==> config.mk <==
export PLATFORM = sky130hd
export DESIGN_NAME = priv_mode_ctrl
export DESIGN_NICKNAME = d
export VERILOG_FILES = /design/src/rtl/priv_pkg.sv /design/src/rtl/priv_sr_alu.sv /design/src/rtl/priv_state_fsm.sv /design/src/rtl/priv_bus_map.sv /design/src/rtl/priv_event_regs.sv /design/src/rtl/priv_mode_ctrl.sv
export SDC_FILE = /design/constraint.sdc
export NUM_CORES = 1
export LEC_CHECK = 0
export BUFFER_PORTS_ARGS = -buffer_cell sky130_fd_sc_hd__buf_2
export CAP_MARGIN = 20
export CELL_PAD_IN_SITES_DETAIL_PLACEMENT = 0
export CELL_PAD_IN_SITES_GLOBAL_PLACEMENT = 2
export CORE_MARGIN = 2
export CORE_UTILIZATION = 19
export DETAILED_ROUTE_END_ITERATION = 12
export PLACE_DENSITY = 0.75
export SLEW_MARGIN = 30
export SYNTH_ARGS = -nofsm -noshare
export SYNTH_HDL_FRONTEND = slang
export SYNTH_SLANG_ARGS = --single-unit
==> constraint.sdc <==
create_clock -name clk -period 1.49 [get_ports clk]
set_input_delay 0.149 -clock clk [delete_from_list [all_inputs] [get_ports clk]]
set_output_delay 0.149 -clock clk [all_outputs]
set_load 0.1 [all_outputs]
==> src/rtl/priv_pkg.sv <==
package priv_pkg;
    localparam int FC_W  = 3;
    localparam int SEL_W = 2;
    localparam int OP_W  = 2;

    typedef enum logic [1:0] {
        PS_USER_INT = 2'b00,
        PS_USER_MST = 2'b01,
        PS_SUP_INT  = 2'b10,
        PS_SUP_MST  = 2'b11
    } priv_state_e;

    typedef enum logic [1:0] {
        EV_NONE = 2'd0,
        EV_EXC  = 2'd1,
        EV_RTE  = 2'd2,
        EV_SRW  = 2'd3
    } priv_ev_e;

    typedef enum logic [OP_W-1:0] {
        OP_MOVE = 2'd0,
        OP_AND  = 2'd1,
        OP_OR   = 2'd2,
        OP_XOR  = 2'd3
    } sr_op_e;

    localparam logic [SEL_W-1:0] SEL_USER = 2'd0;
    localparam logic [SEL_W-1:0] SEL_INT  = 2'd1;
    localparam logic [SEL_W-1:0] SEL_MST  = 2'd2;
endpackage

==> src/rtl/priv_sr_alu.sv <==
module priv_sr_alu
    import priv_pkg::*;
(
    input  logic [1:0]      cur_sm,
    input  logic [OP_W-1:0] op,
    input  logic [1:0]      operand,
    output logic [1:0]      res_sm
);
    always_comb begin
        unique case (sr_op_e'(op))
            OP_MOVE: res_sm = operand;
            OP_AND:  res_sm = cur_sm & operand;
            OP_OR:   res_sm = cur_sm | operand;
            OP_XOR:  res_sm = cur_sm ^ operand;
            default: res_sm = operand;
        endcase
    end
endmodule

==> src/rtl/priv_state_fsm.sv <==
module priv_state_fsm
    import priv_pkg::*;
(
    input  logic        clk,
    input  logic        rst_n,
    input  priv_ev_e    ev,
    input  logic        irq,
    input  logic [1:0]  load_sm,
    output priv_state_e state
);
    priv_state_e state_nx;

    always_ff @(posedge clk) begin
        if (!rst_n) state <= PS_SUP_INT;
        else        state <= state_nx;
    end

    always_comb begin
        state_nx = state;
        unique case (state)
            PS_USER_INT: begin
                if (ev == EV_EXC) state_nx = PS_SUP_INT;
            end
            PS_USER_MST: begin
                if (ev == EV_EXC) state_nx = irq ? PS_SUP_INT : PS_SUP_MST;
            end
            PS_SUP_INT: begin
                if (ev == EV_EXC)                       state_nx = PS_SUP_INT;
                else if (ev == EV_RTE || ev == EV_SRW)  state_nx = priv_state_e'(load_sm);
            end
            PS_SUP_MST: begin
                if (ev == EV_EXC)                       state_nx = irq ? PS_SUP_INT : PS_SUP_MST;
                else if (ev == EV_RTE || ev == EV_SRW)  state_nx = priv_state_e'(load_sm);
            end
            default: state_nx = PS_SUP_INT;
        endcase
    end
endmodule

==> src/rtl/priv_bus_map.sv <==
module priv_bus_map
    import priv_pkg::*;
(
    input  priv_state_e       state,
    input  logic              prog,
    output logic [FC_W-1:0]   fc,
    output logic [SEL_W-1:0]  sp_sel
);
    always_comb begin
        unique case (state)
            PS_USER_INT, PS_USER_MST: begin
                sp_sel = SEL_USER;
                fc     = prog ? 3'b010 : 3'b001;
            end
            PS_SUP_INT: begin
                sp_sel = SEL_INT;
                fc     = prog ? 3'b110 : 3'b101;
            end
            PS_SUP_MST: begin
                sp_sel = SEL_MST;
                fc     = prog ? 3'b110 : 3'b101;
            end
            default: begin
                sp_sel = SEL_INT;
                fc     = 3'b101;
            end
        endcase
    end
endmodule

==> src/rtl/priv_event_regs.sv <==
module priv_event_regs
    import priv_pkg::*;
(
    input  logic     clk,
    input  logic     rst_n,
    input  priv_ev_e ev,
    input  logic     viol_req,
    input  logic [1:0] cur_sm,
    output logic     refill,
    output logic     viol,
    output logic [1:0] snap_sm
);
    always_ff @(posedge clk) begin
        if (!rst_n) begin
            refill  <= 1'b0;
            viol    <= 1'b0;
            snap_sm <= 2'b10;
        end else begin
            refill <= (ev == EV_RTE) || (ev == EV_SRW);
            viol   <= viol_req;
            if (ev == EV_EXC) snap_sm <= cur_sm;
        end
    end
endmodule

==> src/rtl/priv_mode_ctrl.sv <==
module priv_mode_ctrl
    import priv_pkg::*;
(
    input  logic        clk,
    input  logic        rst_n,
    input  logic        exc_req,
    input  logic        exc_is_irq,
    input  logic        sr_wr,
    input  logic [1:0]  sr_op,
    input  logic        sr_s_val,
    input  logic        sr_m_val,
    input  logic        rte_req,
    input  logic        rte_s,
    input  logic        rte_m,
    input  logic        acc_prog,
    output logic        s_bit,
    output logic        m_bit,
    output logic [1:0]  sp_sel,
    output logic [2:0]  fc,
    output logic        refill,
    output logic        priv_viol,
    output logic        snap_s,
    output logic        snap_m
);
    priv_state_e state;
    priv_ev_e    ev;
    logic [1:0]  cur_sm, alu_sm, load_sm, snap_sm;
    logic        viol_req;

    assign cur_sm = state;
    assign s_bit  = cur_sm[1];
    assign m_bit  = cur_sm[0];

    always_comb begin
        ev       = EV_NONE;
        viol_req = 1'b0;
        if (exc_req)                  ev = EV_EXC;
        else if (rte_req || sr_wr) begin
            if (!s_bit)               viol_req = 1'b1;
            else if (rte_req)         ev = EV_RTE;
            else                      ev = EV_SRW;
        end
    end

    priv_sr_alu u_alu (
        .cur_sm (cur_sm),
        .op     (sr_op),
        .operand({sr_s_val, sr_m_val}),
        .res_sm (alu_sm)
    );

    assign load_sm = (ev == EV_RTE) ? {rte_s, rte_m} : alu_sm;

    priv_state_fsm u_fsm (
        .clk    (clk),
        .rst_n  (rst_n),
        .ev     (ev),
        .irq    (exc_is_irq),
        .load_sm(load_sm),
        .state  (state)
    );

    priv_bus_map u_map (
        .state (state),
        .prog  (acc_prog),
        .fc    (fc),
        .sp_sel(sp_sel)
    );

    priv_event_regs u_evr (
        .clk     (clk),
        .rst_n   (rst_n),
        .ev      (ev),
        .viol_req(viol_req),
        .cur_sm  (cur_sm),
        .refill  (refill),
        .viol    (priv_viol),
        .snap_sm (snap_sm)
    );

    assign snap_s = snap_sm[1];
    assign snap_m = snap_sm[0];
endmodule

==> impl_metrics.csv <==
group,metric,value,unit
synthesis,ys_ff_latch,6,
cts,cts_tree,"built",
drt,wire_per_inst,9.660,um
drt,remaining_drc_errors,0,
cts,clk_latency,0.24,ns
sta,max_freq,680.1,MHz
sta,drv_slew,0,
sta,finalHoldViolCount,0,
synthesis,synth_edf_count,0,
sta,slew_headroom,0.6767,
cells_and_area,multi_input_area,259.0,um2
placed_design,dp_hpwl,786.7,um
cells_and_area,drive_above_1_share,0.5571,
critical_path,worstRegToRegCells,4,
drt,num_vias,389,
synthesis,synth_warnings,0,
placed_design,gp_congestion,0.6916,
synthesis,synth_top_area_frac,0.3038,
cells_and_area,final_cell_mix,"buf_2, inv_1, dfxtp_1",
power,powerDensity,860.8,nW/um2
cells_and_area,syn_to_final_growth,63.29,%
critical_path,cp_top_family,"multiplexers",
die,num_rows,16,
cts,clk_pin_slew,0.05,ns
sta,rsz0062_at_grt,"true",
sta,worst_hold_slack,0.1115,ns
die,dieWidth,49.62,um
critical_path,max_stage_delay,0.45,ns
synthesis,syn-num-nets,60,
critical_path,regToRegSetupSlack,0.02,ns
sta,setup_viol,0,
worst_hold_path,hold_depth,2,
synthesis,syn_area,395.4,um2
cts,cts_buffers,3,
worst_hold_path,hp-class,"input port to register",
synthesis,synth_largest_area_cell,"dfxtp_1",
die,initial_core_util,0.2015,
cells_and_area,antennaDiodeCount,0,
drt,vias_per_cell,4.010,
placed_design,place_inst,94,
critical_path,cp_num_buf_inv,1,
cells_and_area,final_common_cell,"buf_2",
drt,dr_wl_met3,68,um
critical_path,critPathArrivalTime,1.59,ns
sta,tightest_slew,0.4883,ns
cts,cts_hold_buf,0,
global_route,grt_antenna_before_repair,0,
sta,period_share,0.9869,
drt,first_pass_iters,3,
outcome,outcome,"complete, no violations",
global_route,grt_max_degree,7,
die,dieArea,2462,um2
sta,fin_crit,1.470,ns
critical_path,rr_startpoint,"u_fsm.state[1]",
synthesis,ys_seq_area_frac,0.3038,
die,pin_count,24,
synthesis,yosys-top-cells-area,"dfxtp_1, ha_1, inv_1",
critical_path,r2r-end,"u_fsm.state[1]",
global_route,grt_pass1_vias,413,
power,vdd_drop_max,0.0003193,V
cts,cts_buffer_depth,2,
run,maxCapViolations,0,
synthesis,syn_avg_cell_area,9.195,um2
cts,cts_resized,0,
synthesis,yosysUniqueCellTypes,21,
cts,root_buffer,"clkbuf_4",
drt,ant_nets,0,
global_route,grt_pass1_wl,1649,um
critical_path,required,1.61,ns
die,fp.dieH,49.62,um
cells_and_area,finalNonFillerCells,97,
drt,wl_met1,485,um
power,power_leakage,0.3191,nW
cts,cts.htree.levels,1,
critical_path,path_class,"register to register",
die,core,1962,um2
global_route,grt_overflow,0,
cts,cts_sinks,6,
global_route,grt_usage,0.09085,
critical_path,end_kind,"register",
cells_and_area,fillers,227,
critical_path,crit_cells,4,
cts,cts_setup_buffers,0,
drt,top_layer_used,"met4",
synthesis,ys_async_sr_fraction,0,
placed_design,io_buffers,23,
critical_path,start_kind,"register",
cells_and_area,fin_nets,89,
synthesis,synth_top_flop_cell,"dfxtp_1",
worst_hold_path,hold_end,"u_evr.snap_sm[1]",
critical_path,cp_cell_sequence,"inv_4, ha_4, mux4_2, o41a_1",
cells_and_area,register_area,127.6,um2
critical_path,slowest_stage,"mux4_2",
drt,routed-wl-met2,364,um
sta,fin_worst_skew,0.002769,ns
synthesis,syn_inst,43,
critical_path,crit_fanout,4,
worst_hold_path,worstHoldStart,"rst_n",
drt,drtIter0Drc,5,
drt,routed_wl,937,um
## how the worst max path moves through the flow
stage                         from              to  slack, ns
finish              u_fsm.state[1]  u_fsm.state[1]       0.02
detailed placement  u_fsm.state[1]  u_fsm.state[1]       0.01
CTS                 u_fsm.state[1]  u_fsm.state[1]      0.008
global route        u_fsm.state[1]  u_fsm.state[1]      -0.03
floorplan           u_fsm.state[1]  u_fsm.state[1]      -0.23
global placement    u_fsm.state[1]  u_fsm.state[1]       0.04
## kinds of logic (layout without fill, tap and decap cells)
logic type      Yosys count  count (layout)  share of synthesized area
compound gates            5               5                     0.1139
simple gates             14              14                     0.1741
buf+inv                  10              37                     0.1076
flops                     6               6                     0.3038
mux                       4               4                     0.1741
fa+ha+maj                 4               4                     0.1266
## power by group
group	internal [mW]	total, mW	switching (mW)
Combinational	0.0707	0.235	0.164
Clock	0.0910	0.147	0.0564
Sequential	0.167	0.173	0.00616
Total	0.329	0.556	0.227
## synth_stat cells (all sizes together), types with 2 or more instances
master	instances
ha	4
nor3	2
dfxtp	6
nand2b	2
inv	8
nand2	3
mux4	2
nor2	4
buf	2
mux2i	2
## routing by layer
metal | global-route usage | vias to the layer above
li1 | - | 200
met1 | 0.1231 | 166
met2 | 0.1178 | 21
met3 | 0.01818 | 2
met4 | 0.08333 | 0
met5 | 0 | -
## through the flow
stage / utilization / power [mW] / setup TNS (ns) / setup WS [ns] / instance area [um2]
2_1_floorplan: - / 0.3446 / -0.6267 / -0.2304 / 434.2
3_3_place_gp: 0.3176 / 0.4129 / 0 / 0.04058 / 623.1
3_5_place_dp: 0.3176 / 0.4133 / 0 / 0.01496 / 623.1
4_1_cts: 0.3291 / 0.5713 / 0 / 0.007858 / 645.6
5_1_grt: 0.3291 / 0.5985 / -0.02669 / -0.02669 / 645.6
6_report: 0.3291 / 0.5557 / 0 / 0.01952 / 645.6
## final cells by class
| cell class | count | area share |
|---|---|---|
| well taps | 27 | 0.05233 |
| repair buffers | 26 | 0.2597 |
| inverters | 8 | 0.05426 |
| flip-flops and latches | 6 | 0.1977 |
| clock buffers | 3 | 0.03488 |
| multi-input cells | 27 | 0.4012 |
## state kept, by name, summed over array words and instances (netlist names)
| name | flops |
|---|---|
| u_evr.refill | 1 |
| u_evr.snap_sm | 2 |
| u_evr.viol | 1 |
| u_fsm.state | 2 |
No activity file was read; power rests on OpenSTA's default activity.
